## src/rtl/tmr_fmu_pkg.sv

```systemverilog
package tmr_fmu_pkg;
  localparam int NLANE = 3;
  typedef logic [NLANE-1:0] lane_mask_t;
  typedef logic [1:0]       lane_idx_t;
  localparam int STK_MIS  = 0;
  localparam int STK_EXCL = 1;
  localparam int STK_DEAD = 2;
  localparam int NSTK     = 3;

  function automatic lane_idx_t next_lane(input lane_idx_t l);
    return (l == lane_idx_t'(NLANE - 1)) ? lane_idx_t'(0) : lane_idx_t'(l + 1'b1);
  endfunction
endpackage

```

## src/rtl/tmr_fmu_voter.sv

```systemverilog
module tmr_fmu_voter
  import tmr_fmu_pkg::*;
#(
  parameter int W = 16
) (
  input  logic [NLANE*W-1:0] lanes_i,
  input  lane_mask_t         act_i,
  output logic [W-1:0]       data_o,
  output logic               mis_o,
  output logic               none_o,
  output lane_mask_t         lose_o
);
  logic [W-1:0] word [NLANE];
  logic [1:0]   n_act;
  lane_idx_t    lo_idx, hi_idx;

  for (genvar g = 0; g < NLANE; g++) begin : g_split
    assign word[g] = lanes_i[g*W +: W];
  end

  assign n_act = 2'($countones(act_i));

  always_comb begin
    lo_idx = '0;
    hi_idx = '0;
    for (int i = NLANE - 1; i >= 0; i--) if (act_i[i]) lo_idx = lane_idx_t'(i);
    for (int i = 0; i < NLANE; i++)      if (act_i[i]) hi_idx = lane_idx_t'(i);
  end

  always_comb begin
    data_o = '0;
    mis_o  = 1'b0;
    none_o = 1'b0;
    case (n_act)
      2'd3: data_o = (word[0] & word[1]) | (word[0] & word[2]) | (word[1] & word[2]);
      2'd2: begin
        data_o = word[lo_idx];
        mis_o  = (word[lo_idx] != word[hi_idx]);
      end
      2'd1: data_o = word[lo_idx];
      default: none_o = 1'b1;
    endcase
  end

  for (genvar g = 0; g < NLANE; g++) begin : g_lose
    assign lose_o[g] = (n_act == 2'd3) && (word[g] != data_o);
  end
endmodule

```

## src/rtl/tmr_fmu_test_ctrl.sv

```systemverilog
module tmr_fmu_test_ctrl
  import tmr_fmu_pkg::*;
#(
  parameter int CW = 24,
  parameter int DW = 8
) (
  input  logic          clk,
  input  logic          rst_n,
  input  logic [CW-1:0] interval_i,
  input  logic [DW-1:0] thresh_i,
  input  logic          beat_i,
  input  lane_mask_t    lose_i,
  input  lane_mask_t    done_i,
  input  lane_mask_t    pass_i,
  output lane_mask_t    healthy_o,
  output logic          active_o,
  output lane_idx_t     lane_o,
  output logic          excl_o
);
  localparam logic [DW-1:0] DMAX = '1;

  lane_mask_t    healthy;
  logic          active;
  lane_idx_t     lane, rr;
  logic [CW-1:0] tcnt;
  logic [DW-1:0] dcnt [NLANE];
  logic          force_any, timer_hit, finish;
  lane_idx_t     force_lane, sched_lane;

  always_comb begin
    force_any  = 1'b0;
    force_lane = '0;
    for (int i = NLANE - 1; i >= 0; i--) begin
      if (healthy[i] && thresh_i != '0 && dcnt[i] >= thresh_i) begin
        force_any  = 1'b1;
        force_lane = lane_idx_t'(i);
      end
    end
  end

  always_comb begin
    sched_lane = rr;
    for (int k = NLANE - 1; k >= 0; k--) begin
      logic [2:0] s;
      s = 3'(rr) + 3'(k);
      if (s >= 3'(NLANE)) s = s - 3'(NLANE);
      if (healthy[s[1:0]]) sched_lane = s[1:0];
    end
  end

  assign timer_hit = (interval_i != '0) && (tcnt >= interval_i - CW'(1));
  assign finish    = active && done_i[lane];
  assign excl_o    = finish && !pass_i[lane];

  always_ff @(posedge clk) begin
    if (!rst_n) begin
      healthy <= '1;
      active  <= 1'b0;
      lane    <= '0;
      rr      <= '0;
      tcnt    <= '0;
    end else if (!active) begin
      if (force_any) begin
        active <= 1'b1;
        lane   <= force_lane;
        tcnt   <= '0;
      end else if (healthy != '0 && timer_hit) begin
        active <= 1'b1;
        lane   <= sched_lane;
        tcnt   <= '0;
      end else if (healthy != '0 && interval_i != '0) begin
        tcnt <= tcnt + CW'(1);
      end
    end else if (finish) begin
      active <= 1'b0;
      rr     <= next_lane(lane);
      if (!pass_i[lane]) healthy[lane] <= 1'b0;
    end
  end

  for (genvar g = 0; g < NLANE; g++) begin : g_dcnt
    always_ff @(posedge clk) begin
      if (!rst_n) dcnt[g] <= '0;
      else if (finish && lane == lane_idx_t'(g)) dcnt[g] <= '0;
      else if (beat_i && lose_i[g] && dcnt[g] != DMAX) dcnt[g] <= dcnt[g] + DW'(1);
    end
  end

  assign healthy_o = healthy;
  assign active_o  = active;
  assign lane_o    = lane;

  p_excluded_stays_out_r7: assert property (@(posedge clk) disable iff (!rst_n)
    1'b1 |=> ((healthy & ~$past(healthy)) == '0));
  p_test_on_healthy_r6: assert property (@(posedge clk) disable iff (!rst_n)
    active |-> healthy[lane]);
  p_lane_stable_r11: assert property (@(posedge clk) disable iff (!rst_n)
    (active && !done_i[lane]) |=> (active && $stable(lane)));
endmodule

```

## src/rtl/tmr_fmu_scrub.sv

```systemverilog
module tmr_fmu_scrub #(
  parameter int CW = 24
) (
  input  logic          clk,
  input  logic          rst_n,
  input  logic [CW-1:0] interval_i,
  input  logic          ack_i,
  output logic          req_o
);
  logic [CW-1:0] cnt;
  logic          req;

  always_ff @(posedge clk) begin
    if (!rst_n) begin
      req <= 1'b0;
      cnt <= '0;
    end else if (req) begin
      if (ack_i) req <= 1'b0;
    end else if (interval_i != '0) begin
      if (cnt >= interval_i - CW'(1)) begin
        req <= 1'b1;
        cnt <= '0;
      end else begin
        cnt <= cnt + CW'(1);
      end
    end
  end

  assign req_o = req;

  p_req_held_r9: assert property (@(posedge clk) disable iff (!rst_n)
    (req && !ack_i) |=> req);
  p_req_drops_on_ack_r9: assert property (@(posedge clk) disable iff (!rst_n)
    (req && ack_i) |=> !req);
endmodule

```

## src/rtl/tmr_fault_mgr.sv

```systemverilog
module tmr_fault_mgr
  import tmr_fmu_pkg::*;
#(
  parameter int W  = 16,
  parameter int CW = 24,
  parameter int DW = 8
) (
  input  logic            clk,
  input  logic            rst_n,
  input  logic [3*W-1:0]  lane_data_i,
  input  logic            in_valid_i,
  output logic            in_ready_o,
  output logic [W-1:0]    out_data_o,
  output logic            out_valid_o,
  input  logic            out_ready_i,
  input  logic [CW-1:0]   test_interval_i,
  input  logic [DW-1:0]   disagree_thresh_i,
  input  logic [2:0]      test_done_i,
  input  logic [2:0]      test_pass_i,
  input  logic [CW-1:0]   scrub_interval_i,
  input  logic            scrub_ack_i,
  output logic            scrub_req_o,
  output logic [2:0]      healthy_o,
  output logic            test_active_o,
  output logic [1:0]      test_lane_o,
  output logic            miscompare_o,
  output logic            degraded_o,
  output logic            fatal_o,
  output logic [2:0]      sticky_o,
  input  logic [2:0]      sticky_clr_i
);
  lane_mask_t healthy, act, lose;
  logic       active, none, mis, beat, excl;
  lane_idx_t  lane;
  logic [1:0] n_ok;
  logic [NSTK-1:0] sticky, stk_set;

  assign act = healthy & ~(active ? lane_mask_t'(3'b001 << lane) : lane_mask_t'(0));

  tmr_fmu_voter #(.W(W)) u_voter (
    .lanes_i (lane_data_i),
    .act_i   (act),
    .data_o  (out_data_o),
    .mis_o   (mis),
    .none_o  (none),
    .lose_o  (lose)
  );

  assign out_valid_o  = in_valid_i && !none;
  assign in_ready_o   = out_ready_i || none;
  assign beat         = in_valid_i && in_ready_o && !none;
  assign miscompare_o = in_valid_i && mis;

  tmr_fmu_test_ctrl #(.CW(CW), .DW(DW)) u_test (
    .clk        (clk),
    .rst_n      (rst_n),
    .interval_i (test_interval_i),
    .thresh_i   (disagree_thresh_i),
    .beat_i     (beat),
    .lose_i     (lose),
    .done_i     (test_done_i),
    .pass_i     (test_pass_i),
    .healthy_o  (healthy),
    .active_o   (active),
    .lane_o     (lane),
    .excl_o     (excl)
  );

  tmr_fmu_scrub #(.CW(CW)) u_scrub (
    .clk        (clk),
    .rst_n      (rst_n),
    .interval_i (scrub_interval_i),
    .ack_i      (scrub_ack_i),
    .req_o      (scrub_req_o)
  );

  assign n_ok       = 2'($countones(healthy));
  assign degraded_o = (n_ok == 2'd1);
  assign fatal_o    = (n_ok == 2'd0);

  always_comb begin
    stk_set           = '0;
    stk_set[STK_MIS]  = beat && mis;
    stk_set[STK_EXCL] = excl;
    stk_set[STK_DEAD] = fatal_o;
  end

  always_ff @(posedge clk) begin
    if (!rst_n) sticky <= '0;
    else        sticky <= (sticky & ~sticky_clr_i) | stk_set;
  end

  assign sticky_o      = sticky;
  assign healthy_o     = healthy;
  assign test_active_o = active;
  assign test_lane_o   = lane;

  p_fatal_blocks_valid_r3: assert property (@(posedge clk) disable iff (!rst_n)
    fatal_o |-> !out_valid_o);
  p_stall_passes_back_r4: assert property (@(posedge clk) disable iff (!rst_n)
    (out_valid_o && !out_ready_i) |-> !in_ready_o);
  p_excl_sets_sticky_r10: assert property (@(posedge clk) disable iff (!rst_n)
    excl |=> sticky_o[STK_EXCL]);
endmodule

```

## config.mk

```make
export PLATFORM = sky130hd
export DESIGN_NAME = tmr_fault_mgr
export DESIGN_NICKNAME = d
export VERILOG_FILES = /design/src/rtl/tmr_fmu_pkg.sv /design/src/rtl/tmr_fmu_voter.sv /design/src/rtl/tmr_fmu_test_ctrl.sv /design/src/rtl/tmr_fmu_scrub.sv /design/src/rtl/tmr_fault_mgr.sv
export SDC_FILE = /design/constraint.sdc
export NUM_CORES = 1
export LEC_CHECK = 0
export ABC_AREA = 0
export BUFFER_PORTS_ARGS = -buffer_cell sky130_fd_sc_hd__buf_2
export CORE_MARGIN = 2
export CORE_UTILIZATION = 30
export CTS_CLUSTER_DIAMETER = 150
export DETAILED_ROUTE_END_ITERATION = 7
export PLACE_DENSITY = 0.54
export SLEW_MARGIN = 20
export SYNTH_ARGS = -nofsm -noshare
export SYNTH_HDL_FRONTEND = slang
export SYNTH_HIERARCHICAL = 1
export SYNTH_SLANG_ARGS = --single-unit
```

## constraint.sdc

```tcl
create_clock -name clk -period 7.4 [get_ports clk]
set_input_delay 1.11 -clock clk [delete_from_list [all_inputs] [get_ports clk]]
set_output_delay 1.11 -clock clk [all_outputs]
set_load 0.01 [all_outputs]
```

==> metrics.csv, run 1 <==
metric,value,unit
via count,10400,
warnings from Yosys,6,
Clock Tree Buf Depth,2,
"Power, Total",2420,µW
initial antenna violation count,1,
dpl ws,1600,ps
worst reg2reg setup slack,1460,ps
Buf/Inv on CP,2,
WL per Instance,18.0,µm
fin crit period,5940,ps
first-pass GRT wire length,53100,µm
final setup violation count,0,
Max Fclk,168,MHz
wire length on met1,15800,µm
hold_buf cts,0,
CTS tree,done,
Seq. cell area,0.00192,mm²
clock sink count,84,
most frequent cells in the layout,"buf_2 (148), nand2_1 (112), ha_1 (87)",
chip height,190,µm
worst skew pair latency,350,ps
crit-path cells,inv_1 > a21oi_1 > inv_1 > fa_1 > ha_1 > nor2_2 > o221ai_1 > o21bai_1 > a31oi_1 > o21ai_0 > or4_1 > o31a_1 > nand3_1 > a31oi_1 > nand3b_1,
crit path launch type,flip-flop,
total track usage,18.3,%
Detailed Route WL,33700,µm
setup_tns,0,ps
Synth cell types,100,
global route total overflow,0,
Core Box Area,0.0344,mm²
Layout Nets,1616,
"Top FF cell, synth",dfxtp_1,
Ports,149,
WP data required,7380,ps
Mapped Cells,1339,
Ant. Diodes,0,
fin crit share,80.2,%
maximum VDD drop,0.000108,V
mean post-synth cell area,7.77,µm²
setup repair after global routing missed its margin,false,
PortBufs,148,
Post-Syn Area,0.0104,mm²
initial core utilization,30.3,%
ys async rst share,0,%
Crit Path Class,flip-flop to flip-flop,
critical path capture point type,flip-flop,
DIE WIDTH,190,µm
hold crit path type,flip-flop to flip-flop,
Post-route DRC,0,
Row Count,68,
RePlAce Congestion,0.930,
Fin. Hold Viols,0,
WP data arrival,5910,ps
met2 wire len,15200,µm
metal3 WL,1770,µm
max cap viols,0,
largest net degree at the start of global routing,56,
family with the most delay on the worst path,compound AO/OA/AOI/OAI gates,
die area,0.0362,mm²
CTS Root Cell,clkbuf_16,
final worst-path setup slack,1460,ps
Via density,5.58,
fillers,3718,
slew at the pin with the worst max-slew slack,1100,ps
Slew HR,26.3,%
Multi-input gate area,0.00787,mm²
max-slew violation count,0,
Worst Path Max Fanout,17,
Final Util,33.9,%
post-synth net total,1546,
pwr/cell area,208,mW/mm²
Post-CTS Setup Inserts,0,
placed wire-length estimate,25300,µm
number of flops mapped to enable cells by yosys,24,
total CTS buffers,9,
H-tree Lvls,3,
1st-iter DRT viols,791,
antenna violation net count after detailed routing,0,
DRT Pass-1 Iters,7,
"Clk pin slew, worst setup/hold paths",70,ps
final clock skew,10.6,ps
Pleak,0.00468,µW
Max Used Layer,met5,
status,finished clean,
share of layout cells above drive strength 1,16.1,%
post_cts resized,0,
register area share after synthesis,18.5,%
Area Growth Syn to Fin,11.9,%
"most common cell after layout, fill and taps aside",buf_2,
Worst path max stage delay,760,ps
Worst path slowest cell,a21oi_1,
vias in the first global route,9684,
Yosys reg bits,84,
## final timing paths
check	start	to	cells past startpoint
worst max-delay path	u_test/healthy_o[1]$_SDFFE_PN1P_	u_test/dcnt[2][0]$_SDFFCE_PN0P_	15
worst min-delay path	sticky_o[0]$_SDFF_PN0_	sticky_o[0]$_SDFF_PN0_	2
worst max register to register	u_test/healthy_o[1]$_SDFFE_PN1P_	u_test/dcnt[2][0]$_SDFFCE_PN0P_	15
worst min register to register	sticky_o[0]$_SDFF_PN0_	sticky_o[0]$_SDFF_PN0_	2
## registers in the layout, summed over array words and instances (netlist names)
register / cells
sticky_o: 3
u_scrub/cnt: 24
u_scrub/req_o: 1
u_test/active_o: 1
u_test/dcnt: 24
u_test/healthy_o: 3
u_test/lane_o: 2
u_test/rr: 2
u_test/tcnt: 24
## synthesized netlist by cell type (all sizes together), types with 5 or more instances
master,number,area [µm²]
maj3,14,140
mux2i,6,60.1
a211oi,17,128
and3,37,231
xor2,65,569
o221ai,11,144
nand2,112,420
inv,45,169
nor3,34,191
o31ai,12,90.1
a41o,9,90.1
a2111oi,15,146
o211ai,9,67.6
nor4,28,251
nand4b,6,52.6
a22oi,5,37.5
o21a,10,76.3
nor2b,13,83.8
xnor2,80,701
and2,11,71.3
a21boi,7,52.6
nor2,85,319
nor3b,11,92.6
nand4,30,188
nand3,73,365
or3b,8,72.6
or3,16,105
or2,5,33.8
a31oi,18,113
dfxtp,60,1200
nand2b,19,124
ha,87,1090
o22ai,7,50.1
edfxtp,24,721
o21ai,90,465
buf,35,208
clkbuf,66,249
a21o,8,60.1
a32oi,6,52.6
o221a,8,90.1
or4,13,113
a21oi,56,299
nand3b,17,128
## metal layers
layer  GRT usage, %  vias to the layer above
li1               -                     5113
met1           25.5                     4945
met2           29.1                      318
met3           2.04                       49
met4           6.62                        2
met5              0                        -
## worst register-to-register path: stages, from the launching register on
cell and delay [ps]:
dfxtp_1 510, inv_1 130, a21oi_1 760, inv_1 180, fa_1 550, ha_1 340
nor2_2 720, o221ai_1 340, o21bai_1 310, a31oi_1 250, o21ai_0 120, or4_1 440
o31a_1 320, nand3_1 110, a31oi_1 70, nand3b_1 400
## final cells by class
| cell class | count | area share (%) |
|---|---|---|
| well taps | 455 | 4.89 |
| multi-input cells | 1109 | 67.6 |
| repair buffers | 160 | 7.14 |
| clock inverters | 3 | 0.150 |
| inverters | 45 | 1.45 |
| flip-flops and latches | 84 | 16.5 |
| clock buffers | 13 | 2.25 |
## logic make-up (layout without fill, tap and decap cells)
family                   Yosys count  after routing  share of synthesized area, %
AO/OA/AOI/OAI                    329            329                          22.5
XOR/XNOR                         145            145                          12.2
adder cells (fa/ha/maj)          103            103                          12.2
buffers and inverters            146            221                          6.01
flip-flops                        84             84                          18.5
multiplexers                       7              7                         0.686
AND/OR/NAND/NOR                  525            525                          27.9
## power by group
part           switching (µW)  total [µW]  internal (µW)
combinational             900        1420            516
sequential               48.0         560            512
clock                     194         443            249
total                    1140        2420           1280
## per-stage QoR
step | area (µm²) | hold WS, ps | cells
5_1_grt | 11600 | 524 | 1869
3_3_place_gp | 11400 | 482 | 1853
3_5_place_dp | 11400 | 483 | 1853
4_1_cts | 11600 | 497 | 1869
2_1_floorplan | 10400 | 473 | 1339
6_report | 11600 | 484 | 1869
Note: power is estimated with default switching activity, not from simulation.
==> inputs of run 2 (changes only) <==
clock period = 6 ns   (was 7.4 ns; I/O delays follow)
==> metrics.csv, run 2 (synthesis gave the netlist of run 1 again) <==
metric,value,unit,change
max-slew violation count,0,,unchanged
hold crit path type,flip-flop to flip-flop,,unchanged
Pleak,0.00469,µW,was 0.00468 µW
biggest registers after layout,"u_scrub/cnt (24), u_test/dcnt (24), u_test/tcnt (24)",,unchanged
Psw,1400,µW,was 1140 µW
Worst Path Max Fanout,16,,was 17
fillers,3677,,was 3718
final setup violation count,0,,unchanged
pwr/cell area,255,mW/mm²,was 208 mW/mm²
critical path capture point type,flip-flop,,unchanged
fin crit share,88.7,%,was 80.2%
via count,10300,,was 10400
Post-CTS Setup Inserts,0,,unchanged
Clk pwr share,18.0,%,was 18.3%
initial antenna violation count,2,,was 1
max cap viols,0,,unchanged
total track usage,18.1,%,was 18.3%
WL per Instance,17.7,µm,was 18.0 µm
Layout Nets,1620,,was 1616
antenna violation net count after detailed routing,0,,unchanged
WP data arrival,5300,ps,was 5910 ps
Net Sw Frac,47.0,%,was 47.2%
share of layout cells above drive strength 1,16.4,%,was 16.1%
maximum VDD drop,0.000153,V,was 0.000108 V
Post-route DRC,0,,unchanged
worst skew pair latency,350,ps,about the same
Ports,149,,unchanged
Seq pwr share,23.2,%,about the same
post_cts resized,0,,unchanged
vias in the first global route,9552,,was 9684
RePlAce Congestion,0.913,,was 0.930
most frequent cells in the layout,"buf_2 (148), nand2_1 (112), ha_1 (87)",,unchanged
initial core utilization,30.3,%,unchanged
clock sink count,84,,unchanged
Area Growth Syn to Fin,12.1,%,was 11.9%
Detailed Route WL,33100,µm,was 33700 µm
total CTS buffers,9,,unchanged
1st-iter DRT viols,808,,was 791
WP data required,5980,ps,was 7380 ps
Multi-input gate area,0.00787,mm²,about the same
Clock Tree Buf Depth,2,,unchanged
H-tree Lvls,3,,unchanged
Via density,5.52,,was 5.58
fin crit period,5320,ps,was 5940 ps
placed wire-length estimate,25600,µm,was 25300 µm
combinational share of power,58.8,%,was 58.5%
Final Util,33.9,%,about the same
DIE WIDTH,190,µm,unchanged
largest net degree at the start of global routing,63,,was 56
Core Box Area,0.0344,mm²,unchanged
Row Count,68,,unchanged
hold_buf cts,0,,unchanged
Slew HR,48.5,%,was 26.3%
Fin. Hold Viols,0,,unchanged
Hold WS,505,ps,was 484 ps
PortBufs,148,,unchanged
Ant. Diodes,0,,unchanged
"most common cell after layout, fill and taps aside",buf_2,,unchanged
final clock skew,10.7,ps,was 10.6 ps
chip height,190,µm,unchanged
setup repair after global routing missed its margin,false,,unchanged
"Clk pin slew, worst setup/hold paths",60,ps,was 70 ps
slew at the pin with the worst max-slew slack,771,ps,was 1100 ps
Seq. cell area,0.00192,mm²,unchanged
crit path launch type,flip-flop,,unchanged
DRT Pass-1 Iters,5,,was 7
Max Fclk,188,MHz,was 168 MHz
Crit Path Class,flip-flop to flip-flop,,unchanged
die area,0.0362,mm²,unchanged
status,finished clean,,unchanged
CTS Root Cell,clkbuf_16,,unchanged
Int Power,1580,µW,was 1280 µW
CTS tree,done,,unchanged
setup_tns,0,ps,unchanged
global route total overflow,0,,unchanged
first-pass GRT wire length,52700,µm,was 53100 µm
==> run 2: changes by cell type in the layout (fill, tap and decap cells not counted) <==
cell | previous run | this run
clkinv_2 | 1 | 3
buf_4 | 12 | 16
clkinvlp_4 | 0 | 1
clkbuf_1 | 3 | 2
o21ai_2 | 0 | 1
inv_4 | 2 | 0
o21ai_4 | 2 | 1
==> run 2: worst max-delay path, stage by stage (launching register included) <==
cell and delay, ps:
dfxtp_1 560, inv_1 110, a21oi_1 140, buf_4 220, inv_2 80, fa_1 520
ha_1 350, nor2_2 620, buf_4 370, o221a_2 280, o22ai_1 80, nor4_1 540
nand3_1 180, o31a_1 340, nand3_1 90, a31oi_1 60, nand3b_1 390
==> run 2: worst paths after layout <==
path	endpoint	from	slack (ps)	depth (start not counted)
min reg2reg	sticky_o[0]$_SDFF_PN0_	sticky_o[0]$_SDFF_PN0_	500	2
max reg2reg	u_test/dcnt[2][3]$_SDFFCE_PN0P_	u_test/lane_o[0]$_SDFFE_PN0P_	680	16
min	sticky_o[0]$_SDFF_PN0_	sticky_o[0]$_SDFF_PN0_	500	2
max	u_test/dcnt[2][3]$_SDFFCE_PN0P_	u_test/lane_o[0]$_SDFFE_PN0P_	680	16
==> run 2: per-stage QoR <==
stage	power, µW	std cells	setup WS, ps	instance area [µm²]
final	2980	1873	680	11700
after global routing	3180	1873	408	11700
after CTS	2970	1873	762	11700
after detailed placement	2420	1857	801	11400
after global placement	2410	1857	908	11400
after floorplan	1900	1339	1320	10400
==> run 2: metal layers <==
metal	global-route usage, %	vias to the layer above	share of wire (%)
li1	-	5115	-
met1	25.4	4897	47
met4	5.13	0	2.1
met2	29.0	283	45
met3	2.45	44	5.5
met5	0	-	0
==> run 2: power by group through the flow <==
stage | Clock [µW] | Sequential, µW | Combinational [µW]
final | 536 | 689 | 1750
after global routing | 571 | 698 | 1910
after CTS | 552 | 690 | 1730
after detailed placement | 0 | 701 | 1720
after global placement | 0 | 700 | 1710
after floorplan | 0 | 683 | 1220
==> run 2: layout make-up <==
type                            count  area share [%]
Timing Repair Buffer              164            7.38
Multi-Input combinational cell   1109            67.4
Inverter                           45            1.45
Clock inverter                      4           0.193
Clock buffer                       12            2.21
Sequential cell                    84            16.5
Tap cell                          455            4.88
